[src/rtl/irq_pkg.sv]
package irq_pkg;
    localparam int IRQ_NSRC = 6;
    localparam int IRQ_NLVL = 4;
    localparam int IRQ_NEXT = 2;

    typedef enum logic [2:0] {
        SRC_EXT0 = 3'd0,
        SRC_TMR0 = 3'd1,
        SRC_EXT1 = 3'd2,
        SRC_TMR1 = 3'd3,
        SRC_SER  = 3'd4,
        SRC_TMR2 = 3'd5
    } irq_src_e;
endpackage

[src/rtl/irq_ext_latch.sv]
module irq_ext_latch (
    input  logic clk,
    input  logic rst_n,
    input  logic pin_n,
    input  logic edge_mode,
    input  logic clr,
    output logic flag
);
    typedef struct packed {
        logic s1;
        logic s2;
        logic flag;
    } ext_st_t;

    ext_st_t ext_d, ext_q;

    always_comb begin
        ext_d    = ext_q;
        ext_d.s1 = pin_n;
        ext_d.s2 = ext_q.s1;
        if (edge_mode) begin
            ext_d.flag = (ext_q.s2 & ~ext_q.s1) | (ext_q.flag & ~clr);
        end else begin
            ext_d.flag = ~ext_q.s1;
        end
    end

    always_ff @(posedge clk or negedge rst_n) begin
        if (!rst_n) begin
            ext_q <= '{s1: 1'b1, s2: 1'b1, flag: 1'b0};
        end else begin
            ext_q <= ext_d;
        end
    end

    assign flag = ext_q.flag;


    edge_set_chk: assert property (@(posedge clk) disable iff (!rst_n)
        (edge_mode && ext_q.s2 && !ext_q.s1) |=> ext_q.flag);
endmodule

[src/rtl/irq_arbiter.sv]
module irq_arbiter #(
    parameter int NSRC  = 6,
    parameter int LVL_W = 2,
    parameter int IDX_W = 3
) (
    input  logic [NSRC-1:0]             pending,
    input  logic [NSRC-1:0][LVL_W-1:0]  lvl,
    output logic                        any,
    output logic [IDX_W-1:0]            sel_idx,
    output logic [LVL_W-1:0]            sel_lvl
);
    always_comb begin
        any     = 1'b0;
        sel_idx = '0;
        sel_lvl = '0;
        for (int i = NSRC - 1; i >= 0; i--) begin
            if (pending[i] && (!any || lvl[i] >= sel_lvl)) begin
                any     = 1'b1;
                sel_idx = IDX_W'(i);
                sel_lvl = lvl[i];
            end
        end
    end
endmodule

[src/rtl/irq_nest_ctrl.sv]
module irq_nest_ctrl #(
    parameter int          DW       = 8,
    parameter int          AW       = 8,
    parameter int          NSRC     = irq_pkg::IRQ_NSRC,
    parameter int          NLVL     = irq_pkg::IRQ_NLVL,
    parameter int          NEXT     = irq_pkg::IRQ_NEXT,
    parameter logic [7:0]  ADDR_EN  = 8'hA8,
    parameter logic [7:0]  ADDR_PHI = 8'hB7,
    parameter logic [7:0]  ADDR_PLO = 8'hB8,
    parameter int          EA_BIT   = 7,
    parameter int          VEC_BASE = 3,
    parameter int          VEC_STEP = 8
) (
    input  logic             clk,
    input  logic             rst_n,
    input  logic             reg_wr_en,
    input  logic [AW-1:0]    reg_addr,
    input  logic [DW-1:0]    reg_wdata,
    output logic [DW-1:0]    reg_rdata,
    input  logic [NEXT-1:0]  ext_pin_n,
    input  logic [NEXT-1:0]  ext_edge_mode,
    input  logic [NSRC-NEXT-1:0] periph_req,
    input  logic             core_ready,
    input  logic             reti,
    output logic             take,
    output logic [DW-1:0]    vector,
    output logic [NSRC-1:0]  flag_clr,
    output logic [NEXT-1:0]  ext_flag,
    output logic [NLVL-1:0]  in_service
);
    import irq_pkg::*;

    localparam int LVL_W = $clog2(NLVL);
    localparam int IDX_W = $clog2(NSRC);
    localparam logic [DW-1:0] EN_MASK = DW'((1 << NSRC) - 1) | DW'(1 << EA_BIT);

    typedef struct packed {
        logic [DW-1:0]   en;
        logic [NSRC-1:0] phi;
        logic [NSRC-1:0] plo;
        logic [NLVL-1:0] ist;
        logic            take;
        logic [DW-1:0]   vec;
        logic [NSRC-1:0] clr;
    } ctl_st_t;

    ctl_st_t ctl_d, ctl_q;

    logic [NSRC-1:0]            req;
    logic [NSRC-1:0]            hw_clr;
    logic [NSRC-1:0]            pending;
    logic [NSRC-1:0][LVL_W-1:0] lvl;
    logic                       arb_any;
    logic [IDX_W-1:0]           arb_idx;
    logic [LVL_W-1:0]           arb_lvl;
    logic                       blocked;
    logic                       grant;
    logic [LVL_W-1:0]           top_lvl;

    // external request latches, one per pin, at source index 2*g
    for (genvar g = 0; g < NEXT; g++) begin : g_ext
        localparam int EXT_IDX = 2 * g;
        irq_ext_latch i_ext (
            .clk       (clk),
            .rst_n     (rst_n),
            .pin_n     (ext_pin_n[g]),
            .edge_mode (ext_edge_mode[g]),
            .clr       (ctl_d.clr[EXT_IDX]),
            .flag      (ext_flag[g])
        );
    end

    always_comb begin
        req    = '0;
        hw_clr = '0;
        req[int'(SRC_EXT0)]    = ext_flag[0];
        req[int'(SRC_TMR0)]    = periph_req[0];
        req[int'(SRC_EXT1)]    = ext_flag[1];
        req[int'(SRC_TMR1)]    = periph_req[1];
        req[int'(SRC_SER)]     = periph_req[2];
        req[int'(SRC_TMR2)]    = periph_req[3];
        hw_clr[int'(SRC_EXT0)] = ext_edge_mode[0];
        hw_clr[int'(SRC_TMR0)] = 1'b1;
        hw_clr[int'(SRC_EXT1)] = ext_edge_mode[1];
        hw_clr[int'(SRC_TMR1)] = 1'b1;
    end

    for (genvar s = 0; s < NSRC; s++) begin : g_lvl
        assign lvl[s] = LVL_W'({ctl_q.phi[s], ctl_q.plo[s]});
    end

    assign pending = req & ctl_q.en[NSRC-1:0] & {NSRC{ctl_q.en[EA_BIT]}};

    irq_arbiter #(.NSRC(NSRC), .LVL_W(LVL_W), .IDX_W(IDX_W)) i_arb (
        .pending (pending),
        .lvl     (lvl),
        .any     (arb_any),
        .sel_idx (arb_idx),
        .sel_lvl (arb_lvl)
    );

    assign blocked = |(ctl_q.ist >> arb_lvl);
    assign grant   = arb_any && !blocked && core_ready && !reti && !ctl_q.take;

    always_comb begin
        top_lvl = '0;
        for (int i = 0; i < NLVL; i++) begin
            if (ctl_q.ist[i]) top_lvl = LVL_W'(i);
        end
    end

    always_comb begin
        ctl_d      = ctl_q;
        ctl_d.take = 1'b0;
        ctl_d.clr  = '0;
        if (reg_wr_en) begin
            case (reg_addr)
                ADDR_EN:  ctl_d.en  = reg_wdata & EN_MASK;
                ADDR_PHI: ctl_d.phi = reg_wdata[NSRC-1:0];
                ADDR_PLO: ctl_d.plo = reg_wdata[NSRC-1:0];
                default:  ;
            endcase
        end
        if (reti && |ctl_q.ist) begin
            ctl_d.ist[top_lvl] = 1'b0;
        end
        if (grant) begin
            ctl_d.take         = 1'b1;
            ctl_d.vec          = DW'(VEC_BASE) + DW'(arb_idx) * DW'(VEC_STEP);
            ctl_d.ist[arb_lvl] = 1'b1;
            ctl_d.clr          = hw_clr & (NSRC'(1) << arb_idx);
        end
    end

    always_ff @(posedge clk or negedge rst_n) begin
        if (!rst_n) begin
            ctl_q <= '0;
        end else begin
            ctl_q <= ctl_d;
        end
    end

    always_comb begin
        case (reg_addr)
            ADDR_EN:  reg_rdata = ctl_q.en;
            ADDR_PHI: reg_rdata = DW'(ctl_q.phi);
            ADDR_PLO: reg_rdata = DW'(ctl_q.plo);
            default:  reg_rdata = '0;
        endcase
    end

    assign take       = ctl_q.take;
    assign vector     = ctl_q.vec;
    assign flag_clr   = ctl_q.clr;
    assign in_service = ctl_q.ist;


    win_pending_chk: assert property (@(posedge clk) disable iff (!rst_n)
        arb_any |-> pending[arb_idx]);

    take_single_chk: assert property (@(posedge clk) disable iff (!rst_n)
        take |=> !take);

    take_needs_ready_chk: assert property (@(posedge clk) disable iff (!rst_n)
        take |-> $past(core_ready) && !$past(reti));

    vector_form_chk: assert property (@(posedge clk) disable iff (!rst_n)
        take |-> vector[2:0] == 3'b011);

    nest_grow_chk: assert property (@(posedge clk) disable iff (!rst_n)
        take |-> $countones(in_service) == $countones($past(in_service)) + 1);

    reti_shrink_chk: assert property (@(posedge clk) disable iff (!rst_n)
        reti |=> $countones(in_service) + ((|$past(in_service)) ? 1 : 0)
                 == $countones($past(in_service)));

    clr_with_take_chk: assert property (@(posedge clk) disable iff (!rst_n)
        (|flag_clr) |-> take && $onehot0(flag_clr));
endmodule

[config.mk]
export PLATFORM = sky130hd
export DESIGN_NAME = irq_nest_ctrl
export DESIGN_NICKNAME = d
export VERILOG_FILES = /design/src/rtl/irq_pkg.sv /design/src/rtl/irq_ext_latch.sv /design/src/rtl/irq_arbiter.sv /design/src/rtl/irq_nest_ctrl.sv
export SDC_FILE = /design/constraint.sdc
export NUM_CORES = 1
export LEC_CHECK = 0
export BUFFER_PORTS_ARGS = -buffer_cell sky130_fd_sc_hd__buf_2
export CORE_ASPECT_RATIO = 1.1
export CORE_MARGIN = 2
export CORE_UTILIZATION = 40
export CTS_CLUSTER_DIAMETER = 40
export DETAILED_ROUTE_END_ITERATION = 6
export PLACE_DENSITY = 0.65
export SLEW_MARGIN = 30
export SYNTH_ARGS = -nofsm -noshare
export SYNTH_HDL_FRONTEND = slang
export SYNTH_SLANG_ARGS = --single-unit
[constraint.sdc]
create_clock -name clk -period 14.7 [get_ports clk]
set_input_delay 0 -clock clk [delete_from_list [all_inputs] [get_ports clk]]
set_output_delay 0 -clock clk [all_outputs]
set_load 0.05 [all_outputs]
==> results.py, run 1 <==
metrics = {
    "power": {
        "p_sw_uw": 61.9,
        "power_density_nw_per_um2": 77.3,
        "p_leak_uw": 0.00136,
        "finalPower_uw": 216,
        "cellInternalPower_uw": 154,
        "pwr-share-seq_pct": 52.8,
        "p_clk_share_pct": 33.3,
        "swShare_pct": 28.6,
        "irDropWorstVdd_v": 0.0000468,
        "combPwrFrac_pct": 13.9,
    },
    "critical_path": {
        "path_class": "flip-flop to flip-flop",
        "arrival_ns": 8.21,
        "cp.required_ns": 14.89,
        "cpPeakStageDelay_ns": 0.64,
        "endpoint_kind": "flip-flop",
        "r2r-start": "ctl_q[38]",
        "crit_top_cell": "ha_1",
        "crit_fanout": 14,
        "rrSetupSlack_ns": 6.68,
        "crit_path_start": "ctl_q[38]",
        "crit_slowest_cell": "dfrtp_1",
        "r2r_end": "vector[5]",
        "startpoint_type": "flip-flop",
        "ff2ff_path_depth": 31,
        "crit_end": "vector[5]",
    },
    "yosys": {
        "postSynth.asyncResetShare_pct": 100,
        "synth_top_family_by_area": "compound AO/OA/AOI/OAI gates",
        "ys.flop_type": "dfrtp_1",
        "synth_area_leaders": "dfrtp_1 (36%), mux2_2 (7.1%), buf_4 (6.6%)",
        "avgSynthCellArea_sq_um": 9.90,
        "synth_xor_area_share_pct": 0,
        "synthMuxAreaShare_pct": 11.3,
        "yosysSeqAreaShare_pct": 40.1,
        "yosysUniqueCellTypes": 55,
        "yosys_warnings": 0,
        "synth-edff-count": 0,
        "synthSimpleGateAreaFrac_pct": 16.8,
        "synth-seq-cells": 38,
        "synth-compound-area-share_pct": 17.2,
        "yosys.area.top_type": "dfrtp_1",
        "synth_top_area_share_pct": 35.7,
        "synth_cells": 241,
        "yosys.area_share.adder_pct": 5.24,
        "syn-cell-area_sq_um": 2390,
    },
    "grt": {
        "grt_max_degree": 39,
        "grt_usage_pct": 16.8,
        "antenna_found_initial": 0,
        "grt_pass1_vias": 1883,
        "grt-ovfl-total": 0,
        "grt_pass1_wl_um": 8780,
    },
    "clock_network": {
        "clock-sinks": 38,
        "cts_tree": "yes",
        "numCtsBuffers": 5,
        "postCtsSetupRepairBufs": 0,
        "cts.reportedPaths.clkPinSlew_ns": 0.08,
        "clock-root-buffer": "clkbuf_8",
        "h-tree-depth": 2,
        "ctsHoldBuffers": 13,
        "clockBufferDepth": 2,
        "clk_latency_ns": 0.29,
        "ctsResizeCount": 0,
    },
    "sta": {
        "fin_setup_tns_ns": 0,
        "finalClockSkew_ns": 0.00862,
        "fin_crit_ns": 8.02,
        "min_period_over_period_pct": 54.6,
        "worstMarginPinSlew_ns": 0.642,
        "drv_slew": 0,
        "grt_setup_unrepaired": "false",
        "clock.fmax_mhz": 125,
        "slew_headroom_pct": 57.2,
        "finalSetupViolations": 0,
        "hold_viol_final": 0,
    },
    "placement": {
        "dpl.hpwl_um": 3880,
        "gp_congestion": 0.807,
        "dpl_cell_area_sq_um": 2580,
        "portBuffers": 50,
    },
    "drt": {
        "drt_iter0_drc": 82,
        "wl_per_cell_um": 13.8,
        "ant_nets": 0,
        "num_vias": 1883,
        "vias_per_cell": 5.10,
        "drt-total-wl_um": 5090,
        "drtPass1Iterations": 4,
        "remaining_drc_errors": 0,
    },
    "layout": {
        "area_growth_pct": 17.2,
        "design_area_sq_um": 2800,
        "nFillCells": 560,
        "seqCellArea_sq_um": 956,
        "fin_nets": 330,
        "drive_gt1_share_pct": 30.8,
        "diodes": 0,
        "multi_input_area_sq_um": 1230,
    },
    "floorplan": {
        "io_pins": 58,
        "fp.dieArea_sq_um": 6600,
        "start_util_pct": 41.4,
        "core_area_sq_um": 5770,
        "row_count": 29,
        "fp.dieW_um": 77.6,
        "fp.dieH_um": 85.0,
    },
    "outcome": {
        "status": "finished clean",
    },
    "flow_run": {
        "maxCapViolations": 0,
    },
    "min_path": {
        "hp-class": "input port to async pin",
    },
}
## critical path: cells and delay by family (launching register included)
| kind | cells | cell delay (ns) |
|---|---|---|
| compound gates | 14 | 3.69 |
| fa+ha+maj | 5 | 1.38 |
| buf+inv | 1 | 0.09 |
| flops | 1 | 0.64 |
| mux | 2 | 0.65 |
| simple gates | 9 | 1.44 |
## sequential cells by signal (all words and copies together), names as in the netlist
signal	cells
g_ext.i_ext.ext_d	2
g_ext.i_ext.flag	2
ctl_q	19
g_ext.i_ext.ext_q	2
flag_clr	4
in_service	4
vector	4
take	1
## how the worst min path moves through the flow
stage | cells after the start | slack (ns) | from | endpoint
after floorplan | 0 | -0.30 | rst_n | ctl_q[19]
after global placement | 1 | 0.11 | ext_pin_n[1] | g_ext[1].i_ext.ext_d[1]
after detailed placement | 1 | 0.11 | ext_pin_n[1] | g_ext[1].i_ext.ext_d[1]
after CTS | 5 | 0.21 | reg_wr_en | ctl_q[21]
after global routing | 5 | 0.25 | reg_wr_en | ctl_q[21]
final | 2 | 0.22 | rst_n | ctl_q[24]
## kinds of logic (layout without fill, tap and decap cells)
family | Yosys count | count (layout)
and+or+nand+nor | 71 | 71
AOI/OAI and AO/OA | 60 | 60
buffers and inverters | 37 | 83
adders and majority gates | 10 | 10
other | 1 | 6
muxes | 24 | 24
DFF | 38 | 38
## per-stage QoR
step,hold WS [ns],setup slack (ns),util (%),std cells
2_1_floorplan,-0.296,7.79,-,246
3_3_place_gp,0.105,6.95,44.7,348
3_5_place_dp,0.106,6.92,44.7,348
4_1_cts,0.212,6.78,48.4,369
5_1_grt,0.246,6.06,48.5,369
6_report,0.215,6.68,48.5,369
## power by group through the flow
| stage | sequential, uW | combinational (uW) | clock (uW) |
|---|---|---|---|
| 4_1_cts | 114 | 30.1 | 74.4 |
| 3_5_place_dp | 116 | 27.3 | 0 |
| 5_1_grt | 115 | 33.0 | 78.7 |
| 2_1_floorplan | 114 | 20.6 | 0 |
| 3_3_place_gp | 116 | 27.0 | 0 |
| 6_report | 114 | 30.0 | 72.0 |
## layout make-up
cell class	instances	share of cell area, %
Multi-Input combinational cell	171	43.9
Sequential cell	38	34.2
Timing Repair Buffer	63	13.7
Tap cell	77	3.45
Clock buffer	6	2.60
Inverter	12	1.70
Clock inverter	2	0.492
## layer usage
metal	track usage [%]	vias up	part of all wire [%]
met1	22.6	856	47
met3	3.30	8	5.0
met2	26.5	56	46
li1	-	963	-
met4	6.98	0	2.0
met5	0	-	0
## placed cells by master (no fill, tap or decap), types with 5 or more instances in the layout
master	netlist	final
a21oi_1	12	12
buf_2	1	49
clkbuf_8	0	5
conb_1	1	6
dfrtp_1	34	34
dlygate4sd3_1	0	13
ha_1	10	10
inv_1	11	11
mux2_2	15	15
mux2i_1	7	7
nand2_1	24	24
nand2b_1	7	7
nor2_1	10	10
o21ai_0	20	20
## cells in the mapped netlist (all sizes together) (2+ instances only)
cell type / instances
mux2: 17
ha: 10
nor4b: 3
dfrtp: 34
nand3: 3
clkbuf: 3
nand4: 5
dfstp: 4
nand2: 24
a21oi: 14
a211o: 2
or3: 2
nor4: 3
a211oi: 5
nand2b: 7
mux2i: 7
o21ai: 22
nor3b: 2
nor2: 10
a21o: 3
inv: 12
buf: 22
o32ai: 3
nor3: 3
and4b: 2
and4: 2
Note: power is estimated with default switching activity, not from simulation.
==> run 2: changes to the inputs <==
--- a/config.mk
+++ b/config.mk
@@ -5,13 +5,14 @@
 export SDC_FILE = /design/constraint.sdc
 export NUM_CORES = 1
 export LEC_CHECK = 0
+export ABC_AREA = 1
 export BUFFER_PORTS_ARGS = -buffer_cell sky130_fd_sc_hd__buf_2
 export CORE_ASPECT_RATIO = 1.1
 export CORE_MARGIN = 2
 export CORE_UTILIZATION = 40
 export CTS_CLUSTER_DIAMETER = 40
 export DETAILED_ROUTE_END_ITERATION = 6
-export PLACE_DENSITY = 0.65
+export PLACE_DENSITY = 0.66
 export SLEW_MARGIN = 30
 export SYNTH_ARGS = -nofsm -noshare
 export SYNTH_HDL_FRONTEND = slang
==> constraint.sdc (replaced) <==
create_clock -name clk -period 6.7 [get_ports clk]
set_input_delay 0 -clock clk [delete_from_list [all_inputs] [get_ports clk]]
set_output_delay 0 -clock clk [all_outputs]
set_load 0.05 [all_outputs]
==> results.py, run 2 <==
metrics = {
    "outcome": {
        "status": "finished clean",
    },
    "sta": {
        "drv_slew": 0,
        "clock.fmax_mhz": 170,
        "fin_setup_tns_ns": 0,
        "fin_crit_ns": 5.90,
        "slew_headroom_pct": 44.3,
        "worstMarginPinSlew_ns": 0.835,
        "grt_setup_unrepaired": "false",
        "min_period_over_period_pct": 88.0,
        "finalSetupViolations": 0,
        "finalClockSkew_ns": 0.0101,
        "hold_viol_final": 0,
    },
    "power": {
        "pwr-share-seq_pct": 44.7,
        "p_clk_share_pct": 28.6,
        "cellInternalPower_uw": 377,
        "irDropWorstVdd_v": 0.000118,
        "finalPower_uw": 577,
        "p_leak_uw": 0.00164,
        "combPwrFrac_pct": 26.7,
        "power_density_nw_per_um2": 195,
        "p_sw_uw": 200,
        "swShare_pct": 34.7,
    },
    "clock_network": {
        "ctsResizeCount": 0,
        "cts.reportedPaths.clkPinSlew_ns": 0.08,
        "clock-sinks": 38,
        "cts_tree": "yes",
        "numCtsBuffers": 5,
        "clk_latency_ns": 0.29,
        "clock-root-buffer": "clkbuf_8",
        "clockBufferDepth": 2,
        "h-tree-depth": 2,
        "postCtsSetupRepairBufs": 0,
    },
    "yosys": {
        "yosysSeqAreaShare_pct": 37.5,
        "avgSynthCellArea_sq_um": 7.93,
        "synth-seq-cells": 38,
        "ys.flop_type": "dfrtp_1",
        "synth_most_common_cell": "nand2_1",
        "postSynth.asyncResetShare_pct": 100,
        "yosys_warnings": 0,
        "synth_cells": 321,
        "yosysUniqueCellTypes": 33,
        "synth_common_cells": "nand2_1 (74), inv_1 (51), dfrtp_1 (34)",
        "synth-edff-count": 0,
        "synth_area_leaders": "dfrtp_1 (33%), nand2_1 (11%), inv_1 (7.5%)",
        "yosys.area.top_type": "dfrtp_1",
        "synth_top_area_share_pct": 33.4,
        "syn-cell-area_sq_um": 2550,
    },
    "layout": {
        "largest_register_ffs": 19,
        "final_common_cell": "nand2_1",
        "diodes": 0,
        "mostFrequentLayoutCells": "nand2_1 (74), inv_1 (51), buf_2 (50), dfrtp_1 (34), o21ai_0 (23)",
        "largest-register": "ctl_q",
        "fin_nets": 411,
        "area_growth_pct": 16.4,
        "drive_gt1_share_pct": 28.4,
        "design_area_sq_um": 2960,
    },
    "floorplan": {
        "core_area_sq_um": 6160,
        "row_count": 30,
        "fp.dieW_um": 80.1,
        "fp.dieArea_sq_um": 7020,
        "io_pins": 58,
        "start_util_pct": 41.4,
        "fp.dieH_um": 87.7,
    },
    "critical_path": {
        "ff2ff_path_depth": 41,
        "r2r_end": "vector[1]",
        "cp.required_ns": 6.88,
        "startpoint_type": "flip-flop",
        "r2r-start": "ctl_q[38]",
        "rrSetupSlack_ns": 0.80,
        "crit_slowest_cell": "dfrtp_1",
        "endpoint_kind": "flip-flop",
        "arrival_ns": 6.08,
        "crit_fanout": 7,
        "crit_top_cell": "nand2_1",
        "cpPeakStageDelay_ns": 0.43,
        "path_class": "flip-flop to flip-flop",
    },
    "placement": {
        "dpl_cell_area_sq_um": 2760,
        "gp_congestion": 0.840,
        "dpl.hpwl_um": 4120,
        "portBuffers": 50,
    },
    "flow_run": {
        "maxCapViolations": 0,
    },
    "grt": {
        "grt_max_degree": 39,
        "grt_pass1_wl_um": 8660,
        "grt_pass1_vias": 1989,
        "grt-ovfl-total": 0,
        "grt_usage_pct": 15.8,
        "antenna_found_initial": 0,
    },
    "min_path": {
        "hp-class": "input port to flip-flop",
        "hold_end": "g_ext[1].i_ext.flag",
        "hp-start": "ext_edge_mode[1]",
        "min_delay_path_depth": 5,
    },
    "drt": {
        "remaining_drc_errors": 0,
        "ant_nets": 0,
        "vias_per_cell": 4.65,
        "wl_per_cell_um": 11.4,
        "drtPass1Iterations": 6,
        "drt-total-wl_um": 5150,
        "num_vias": 2108,
        "drt_iter0_drc": 66,
    },
}
## run 2: changes by cell type in the layout (fill, tap and decap cells not counted), moves of 6 or more
cell,previous run,this run
o221ai_1,0,6
nand3_1,3,22
inv_1,11,51
nand2b_1,7,0
nand3_2,0,9
mux2_2,15,5
a21oi_1,12,0
nand2_2,0,12
mux2i_1,7,0
nand2_1,24,74
## run 2: kinds of logic after synthesis
family,synth area share [%]
other,0.147
DFF,37.5
adders and majority gates,4.91
and+or+nand+nor,31.6
muxes,2.21
AOI/OAI and AO/OA,8.94
buffers and inverters,14.6
## run 2: timing repair
| item | 4_1_cts | 5_1_grt |
|---|---|---|
| hold buffers | 11 | 0 |
| endpoints found under the setup margin | 0 | 0 |
| endpoints found under the hold margin | 56 | 0 |
## run 2: power by group through the flow
stage                     Combinational, uW  Sequential (uW)  Clock [uW]
after CTS                               156              258         170
final                                   154              257         165
after global routing                    173              260         180
after detailed placement                151              262           0
after global placement                  147              262           0
after floorplan                         125              261           0
## run 2: worst max path at each step
stage | from | to | slack [ns]
2_1_floorplan | ctl_q[38] | vector[1] | 1.31
3_3_place_gp | ctl_q[38] | vector[1] | 0.93
3_5_place_dp | ctl_q[38] | vector[1] | 0.81
4_1_cts | ctl_q[38] | vector[1] | 0.77
5_1_grt | ctl_q[38] | vector[3] | 0.09
6_report | ctl_q[38] | vector[1] | 0.80
## run 2: area by class of cell
cell class                      count  area (sq um)
Fill cell                         627          3190
Multi-Input combinational cell    210          1240
Sequential cell                    38           956
Timing Repair Buffer               62           368
Inverter                           55           206
Tap cell                           80           100
Clock buffer                        6          82.6
Clock inverter                      2          12.5
## run 2: metal layers
metal	track usage (%)	share of wire, %	up-vias
met1	19.8	46	941
li1	-	-	1106
met2	26.9	48	55
met4	7.24	1.9	0
met3	2.47	4.0	6
met5	0	0	-
## run 2: through the flow
stage	hold WS [ns]	util (%)	std cells	setup slack, ns
final	0.00909	48.1	453	0.802
after global routing	0.0285	48.1	453	0.0886
after CTS	0.00553	48.1	453	0.773
after detailed placement	0.106	44.8	434	0.806
after global placement	0.107	44.8	434	0.929
after floorplan	-0.296	-	326	1.31
## run 2: critical path, delay by kind of cell (launching register included)
kind	cells	cell delay (ns)
simple gates	29	3.06
compound gates	4	0.73
buf+inv	3	0.26
fa+ha+maj	5	1.33
flops	1	0.43
